==> config.mk <==
export PLATFORM = sky130hd
export DESIGN_NAME = aks_keyseq
export DESIGN_NICKNAME = d
export VERILOG_FILES = /design/src/rtl/aks_pkg.sv /design/src/rtl/aks_step.sv /design/src/rtl/aks_ctrl.sv /design/src/rtl/aks_keyseq.sv
export SDC_FILE = /design/constraint.sdc
export NUM_CORES = 1
export LEC_CHECK = 0
export BUFFER_PORTS_ARGS = -buffer_cell sky130_fd_sc_hd__buf_2
export CAP_MARGIN = 20
export CORE_MARGIN = 2
export CORE_UTILIZATION = 56
export DETAILED_ROUTE_END_ITERATION = 12
export PLACE_DENSITY_LB_ADDON = 0.1
export SLEW_MARGIN = 20
export SYNTH_ARGS = -nofsm -noshare
export SYNTH_HDL_FRONTEND = slang
export SYNTH_HIERARCHICAL = 1
export SYNTH_SLANG_ARGS = --single-unit
==> constraint.sdc <==
create_clock -name clk -period 4.7 [get_ports clk]
set_clock_uncertainty 0.15 [all_clocks]
set_input_delay 0 -clock clk [delete_from_list [all_inputs] [get_ports clk]]
set_output_delay 0 -clock clk [all_outputs]
set_load 0.005 [all_outputs]
==> src/rtl/aks_pkg.sv <==
package aks_pkg;

  typedef enum logic [1:0] {
    ST_IDLE  = 2'd0,
    ST_READY = 2'd1,
    ST_ISSUE = 2'd2,
    ST_CAPT  = 2'd3
  } aks_state_e;

  function automatic logic [7:0] xtime(input logic [7:0] b);
    return {b[6:0], 1'b0} ^ (b[7] ? 8'h1b : 8'h00);
  endfunction

  // Round constant used when moving from round idx to idx+1.
  function automatic logic [7:0] rcon_at(input int idx);
    logic [7:0] r;
    r = 8'h01;
    for (int i = 0; i < 16; i++) begin
      if (i < idx) r = xtime(r);
    end
    return r;
  endfunction

  function automatic logic [31:0] rot_word(input logic [31:0] w);
    return {w[23:0], w[31:24]};
  endfunction

endpackage

==> src/rtl/aks_step.sv <==
module aks_step #(
  parameter int WW = 32,
  parameter int NW = 4,
  localparam int KW = WW * NW
) (
  input  logic [KW-1:0] key_i,
  input  logic          bwd_i,
  input  logic [7:0]    rcon_i,
  input  logic [WW-1:0] sub_i,
  output logic [WW-1:0] sbox_word_o,
  output logic [KW-1:0] next_o
);
  logic [WW-1:0] wd  [NW];
  logic [WW-1:0] fwd [NW];
  logic [WW-1:0] bwd [NW];
  logic [WW-1:0] rc_word;

  assign rc_word = {rcon_i, {(WW-8){1'b0}}};

  genvar i;
  generate
    for (i = 0; i < NW; i++) begin : g_word
      assign wd[i] = key_i[KW-1-WW*i -: WW];
      if (i == 0) begin : g_first
        assign fwd[i] = wd[0] ^ sub_i ^ rc_word;
        assign bwd[i] = wd[0] ^ sub_i ^ rc_word;
      end else begin : g_rest
        assign fwd[i] = wd[i] ^ fwd[i-1];
        assign bwd[i] = wd[i] ^ wd[i-1];
      end
      assign next_o[KW-1-WW*i -: WW] = bwd_i ? bwd[i] : fwd[i];
    end
  endgenerate

  // Backward step needs the recovered last word of the previous key.
  assign sbox_word_o = aks_pkg::rot_word(bwd_i ? bwd[NW-1] : wd[NW-1]);
endmodule

==> src/rtl/aks_ctrl.sv <==
module aks_ctrl #(
  parameter int ROUNDS = 10,
  localparam int RW = $clog2(ROUNDS + 1)
) (
  input  logic          clk,
  input  logic          rst_n,
  input  logic          key_load_i,
  input  logic          start_i,
  input  logic          decrypt_i,
  input  logic          step_i,
  input  logic          sbox_free_i,
  output logic          restart_o,
  output logic          capture_o,
  output logic          bwd_o,
  output logic [RW-1:0] rnd_o,
  output logic          ready_o,
  output logic          valid_o,
  output logic          req_o
);
  import aks_pkg::*;

  aks_state_e st_q, st_n;
  logic [RW-1:0] rnd_q, rnd_n;
  logic pre_q, pre_n, dec_q, dec_n, vld_q, vld_n;
  logic at_end, pre_last;

  assign bwd_o    = dec_q && !pre_q;
  assign at_end   = dec_q ? (rnd_q == '0) : (rnd_q == RW'(ROUNDS));
  assign pre_last = (rnd_q == RW'(ROUNDS - 1));

  always_comb begin
    st_n      = st_q;
    rnd_n     = rnd_q;
    pre_n     = pre_q;
    dec_n     = dec_q;
    vld_n     = 1'b0;
    restart_o = 1'b0;
    capture_o = 1'b0;
    if (key_load_i) begin
      st_n  = ST_IDLE;
      pre_n = 1'b0;
    end else begin
      unique case (st_q)
        ST_IDLE, ST_READY: begin
          if (start_i) begin
            restart_o = 1'b1;
            dec_n     = decrypt_i;
            rnd_n     = '0;
            if (decrypt_i) begin
              pre_n = 1'b1;
              st_n  = ST_ISSUE;
            end else begin
              st_n  = ST_READY;
              vld_n = 1'b1;
            end
          end else if (st_q == ST_READY && step_i && !at_end) begin
            st_n = ST_ISSUE;
          end
        end
        ST_ISSUE: begin
          if (sbox_free_i) st_n = ST_CAPT;
        end
        ST_CAPT: begin
          capture_o = 1'b1;
          rnd_n = bwd_o ? (rnd_q - RW'(1)) : (rnd_q + RW'(1));
          if (pre_q && !pre_last) begin
            st_n = ST_ISSUE;
          end else begin
            pre_n = 1'b0;
            st_n  = ST_READY;
            vld_n = 1'b1;
          end
        end
        default: st_n = ST_IDLE;
      endcase
    end
  end

  always_ff @(posedge clk or negedge rst_n) begin
    if (!rst_n) begin
      st_q  <= ST_IDLE;
      rnd_q <= '0;
      pre_q <= 1'b0;
      dec_q <= 1'b0;
      vld_q <= 1'b0;
    end else begin
      st_q  <= st_n;
      rnd_q <= rnd_n;
      pre_q <= pre_n;
      dec_q <= dec_n;
      vld_q <= vld_n;
    end
  end

  assign rnd_o   = rnd_q;
  assign ready_o = (st_q == ST_READY);
  assign valid_o = vld_q;
  assign req_o   = (st_q == ST_ISSUE) && sbox_free_i;
endmodule

==> src/rtl/aks_keyseq.sv <==
module aks_keyseq #(
  parameter int ROUNDS = 10,
  parameter int WW = 32,
  parameter int NW = 4,
  localparam int KW = WW * NW,
  localparam int RW = $clog2(ROUNDS + 1)
) (
  input  logic          clk,
  input  logic          rst_n,
  input  logic          key_load_i,
  input  logic [KW-1:0] key_i,
  input  logic          start_i,
  input  logic          decrypt_i,
  input  logic          step_i,
  input  logic          sbox_free_i,
  output logic          sbox_req_o,
  output logic [WW-1:0] sbox_in_o,
  input  logic [WW-1:0] sbox_out_i,
  output logic [KW-1:0] rkey_o,
  output logic          rkey_valid_o,
  output logic          ready_o
);
  logic          restart, capture, bwd;
  logic [RW-1:0] rnd;
  logic [RW-1:0] rc_idx;
  logic [7:0]    rcon;
  logic [KW-1:0] master_q, work_q, next_key;
  logic          master_en, work_en;

  aks_ctrl #(.ROUNDS(ROUNDS)) u_ctrl (
    .clk         (clk),
    .rst_n       (rst_n),
    .key_load_i  (key_load_i),
    .start_i     (start_i),
    .decrypt_i   (decrypt_i),
    .step_i      (step_i),
    .sbox_free_i (sbox_free_i),
    .restart_o   (restart),
    .capture_o   (capture),
    .bwd_o       (bwd),
    .rnd_o       (rnd),
    .ready_o     (ready_o),
    .valid_o     (rkey_valid_o),
    .req_o       (sbox_req_o)
  );

  // Backward from round r uses the constant that produced round r.
  assign rc_idx = bwd ? (rnd - RW'(1)) : rnd;
  assign rcon   = aks_pkg::rcon_at(int'(rc_idx));

  aks_step #(.WW(WW), .NW(NW)) u_step (
    .key_i       (work_q),
    .bwd_i       (bwd),
    .rcon_i      (rcon),
    .sub_i       (sbox_out_i),
    .sbox_word_o (sbox_in_o),
    .next_o      (next_key)
  );

  assign master_en = key_load_i;
  assign work_en   = key_load_i || restart || capture;

  always_ff @(posedge clk or negedge rst_n) begin
    if (!rst_n) begin
      master_q <= '0;
    end else if (master_en) begin
      master_q <= key_i;
    end
  end

  always_ff @(posedge clk or negedge rst_n) begin
    if (!rst_n) begin
      work_q <= '0;
    end else if (work_en) begin
      work_q <= key_load_i ? key_i : (restart ? master_q : next_key);
    end
  end

  assign rkey_o = work_q;
endmodule

==> results.md <==
* Cts repair resizes at 0
* WP buf/inv at 1
* Post-Synth Adder-Cell Area at 0.1521%
* Final Slew Violations at 0
* Setup TNS at 0 ps
* DR WL/cell at 16.49 um
* CP startpoint: u_ctrl/pre_q
* Hold buffer count at CTS at approximately 200
* Number of setup buffers added after CTS at 0
* # DRC at 0
* Fill cell count at 2186
* Final min period at roughly 3700 ps
* Core Area at ~29000 um^2
* RSZ-0062 raised after global routing: false
* P_int at between 5000 and 6000 uW
* CTS Buffer Depth at 3
* Number of synthesized flops with an enable pin at 0
* Post-synthesis simple-gate area fraction at around 15%
* Kind of critical path: register to register
* Worst-skew pair later-pin latency at between 500 and 600 ps
* Slew headroom at 10.95%
* Initial Util at about 57%
* Final HPWL DP at 26.46 mm
* Maxcap violations at 0
* Reg2reg setup slack at around 1000 ps
* Detail Route Antenna Nets at 0
* Die width at between 150 and 200 um
* Share of post-route cells with drive strength above 1 at 18.91%
* Hold path depth at 4
* Crit path DAT at about 4000 ps
* Vias at ~15000
* Biggest cell delay along the critical path at roughly 550 ps
* Place WS at 1099 ps
* First-pass GRT wire length at 73.20 mm
* Hold slack final at between 50 and 60 ps
* Most frequent cell after synthesis: nor2_1
* Routability Congestion at 0.8433
* Ys async rst share at between 90% and 100%
* Mapped cell area at roughly 16000 um^2
* Final wirelength at between 40 and 50 mm
* Gr usage total at 28.61%
* CP Cell Sequence: and2b_4, buf_4, nor2_1, nor3_1, nor2_1, a221oi_1, xnor2_2, xnor2_1, nand2b_1, xnor2_1, nor2_1, a221o_1, a21oi_1
* Critical path's slowest cell: and2b_4
* GR Overflow Total at 0
* Worst-Margin Slew at around 1300 ps
* Static leakage at 0.009484 uW
* Die Y at between 150 and 200 um
* FF-to-FF Start: u_ctrl/pre_q
* Most used cell, CP: nor2_1
* Port bufs at 329
* Capturing point of the worst reg2reg path: rkey_o[59]
* Syn Nets at 2044
* Sequential power share at about a third
* Final net count at around 2500
* Cell count of the worst reg-to-reg path at 13
* Mux contribution to synthesized area at 0.2509%
* Via/cell ratio at 5.469
* Largest net degree at the start of global routing at about 260
* Ranking of synthesized cells by area: dfrtp_1 40%, xnor2_1 14%, a221o_1 7.7%
* Cells after synthesis at around 1900
* Compound-Gate Fraction of Synth Area at between 10% and 20%
* Post-Place Cells at around 2500
* Hold path start: key_i[15]
* Final hold violation count at 0
* XOR/XNOR share of the synthesized area at a little under a fifth
* Initial DRC Count at 1206
* Io pins at 330
* Root cell of the clock tree: clkbuf_16
* Number of global-route vias before repair at ~15000
* Initial antenna violation count at 1
* Area leader, netlist: dfrtp_1
* Die area at 30770 um^2
* Largest family of logic cells by synthesized area: compound AO/OA/AOI/OAI gates
* Yosys warns at 6
* Sw frac at about a third
* Worst path top cell family by delay: simple AND/OR/NAND/NOR gates
* Top cells by count, synth: 313 x nor2_1, 265 x dfrtp_1, 255 x xnor2_1
* HP Class: input port to register
* Post-route insts no fill at between 2000 and 3000
* Worst Setup End Kind: register
* Syn_area_per_cell at 8.776 um^2
* Fin crit share at 78.72%
* CTS tree: yes
* Status: finished clean
* Sink Count at about 270
* Logic gate share of total power at between 30% and 40%
* Top FF cell, synth: dfrtp_1
* Drt pass-1 iters at 8
* CP Max Fanout at 37
* Yosys reg bits at roughly 270
* CTS Buf Count at 30
* Max Clock Freq at ~0.27 GHz
* Clock transition at path regs at approximately 60 ps
* Pwr dens at 387.7 nW/um^2
* Clock power share at between 20 and 30%
* Worst hold path endpoint: master_q[15]
* Library cells used by synthesis at 59
* FP Rows at slightly above 60
* Startpoint type of the worst setup path: register
* Worst EP required at approximately 5000 ps
* H-tree level count at 1
* Final WS setup at 1000 ps
* Worst vdd ir at roughly 0.00029 V
* Area Growth Syn to Fin at 27.11%
* Net Sw Power at approximately 2800 uW
* Top cell type's share of synthesized area at 40.30%
* Post-synthesis sequential area ratio at 40.30%
* Final setup vio count at 0
power groups by stage:
stage	combinational [uW]	sequential (uW)	clock, uW
finish	2920	2830	2350
global route	3240	2870	2480
CTS	2900	2830	2400
detailed placement	2750	2870	0
global placement	2690	2850	0
floorplan	2150	2800	0
through the flow:
step / power, uW / util [%] / area [um^2]
2_1_floorplan: 4956 / - / 16460
3_3_place_gp: 5549 / 62.28 / 17970
3_5_place_dp: 5613 / 62.28 / 17970
4_1_cts: 8130 / 72.49 / 20920
5_1_grt: 8591 / 72.49 / 20920
6_report: 8110 / 72.49 / 20920
area by class of cell:
cell class	count	area [um^2]	area share [%]
Multi-Input combinational cell	1345	8524	40.75
Sequential cell	265	6631	31.70
Timing Repair Buffer	539	3776	18.05
Clock buffer	49	943.4	4.510
Inverter	135	506.7	2.423
Tap cell	384	480.5	2.297
Clock inverter	5	52.55	0.2512
Antenna cell	1	2.502	0.01196
placed cells by master (no fill, tap or decap), types with 5 or more instances in the layout:
cell / netlist / layout
a21oi_1: 143 / 143
nand3_1: 5 / 5
clkbuf_8: 0 / 10
nand2b_1: 13 / 13
dfrtp_1: 265 / 265
nand2_1: 171 / 171
a221o_1: 127 / 127
clkbuf_1: 44 / 8
dlygate4sd3_1: 0 / 194
buf_4: 15 / 11
xor2_2: 24 / 24
nor2_1: 313 / 312
clkbuf_16: 0 / 31
nor3_1: 7 / 7
inv_1: 134 / 134
xnor2_1: 255 / 255
buf_2: 43 / 327
xnor2_2: 17 / 17
nor2b_1: 52 / 52
xor2_1: 9 / 9
a31oi_1: 5 / 5
o21ai_0: 144 / 144
routing by layer:
| metal | global-route usage, % | vias up | part of all wire, % |
|---|---|---|---|
| li1 | - | 7087 | - |
| met1 | 39.65 | 7162 | 44 |
| met2 | 46.51 | 542 | 47 |
| met3 | 4.048 | 101 | 6.1 |
| met4 | 9.470 | 0 | 3.2 |
| met5 | 0 | - | 0 |
worst reg2reg max path, delay by kind of cell (launching register included):
kind / cells / cell delay [ps]
AO/OA/AOI/OAI: 3 / 1010
XOR/XNOR: 3 / 540
buffers and inverters: 1 / 400
flip-flops: 1 / 400
AND/OR/NAND/NOR: 6 / 1140
how the worst max path moves through the flow:
stage	to	slack [ps]	depth (start not counted)
3_5_place_dp	rkey_o[62]	1100	13
3_3_place_gp	rkey_o[59]	1170	13
6_report	rkey_o[59]	1000	13
4_1_cts	rkey_o[59]	1070	13
5_1_grt	rkey_o[59]	700	13
2_1_floorplan	rkey_o[62]	1400	16
state kept, by name (all words and copies together) (netlist names):
name / count
master_q: 128
rkey_o: 128
u_ctrl/dec_q: 1
u_ctrl/pre_q: 1
u_ctrl/rnd_o: 4
u_ctrl/st_q: 2
u_ctrl/valid_o: 1
cells by family after synthesis:
family,after synthesis
AO/OA/AOI/OAI,452
buffers and inverters,265
adder cells (fa/ha/maj),2
AND/OR/NAND/NOR,582
multiplexers,4
XOR/XNOR,305
flip-flops,265
Power figures use the tool's default switching activity.
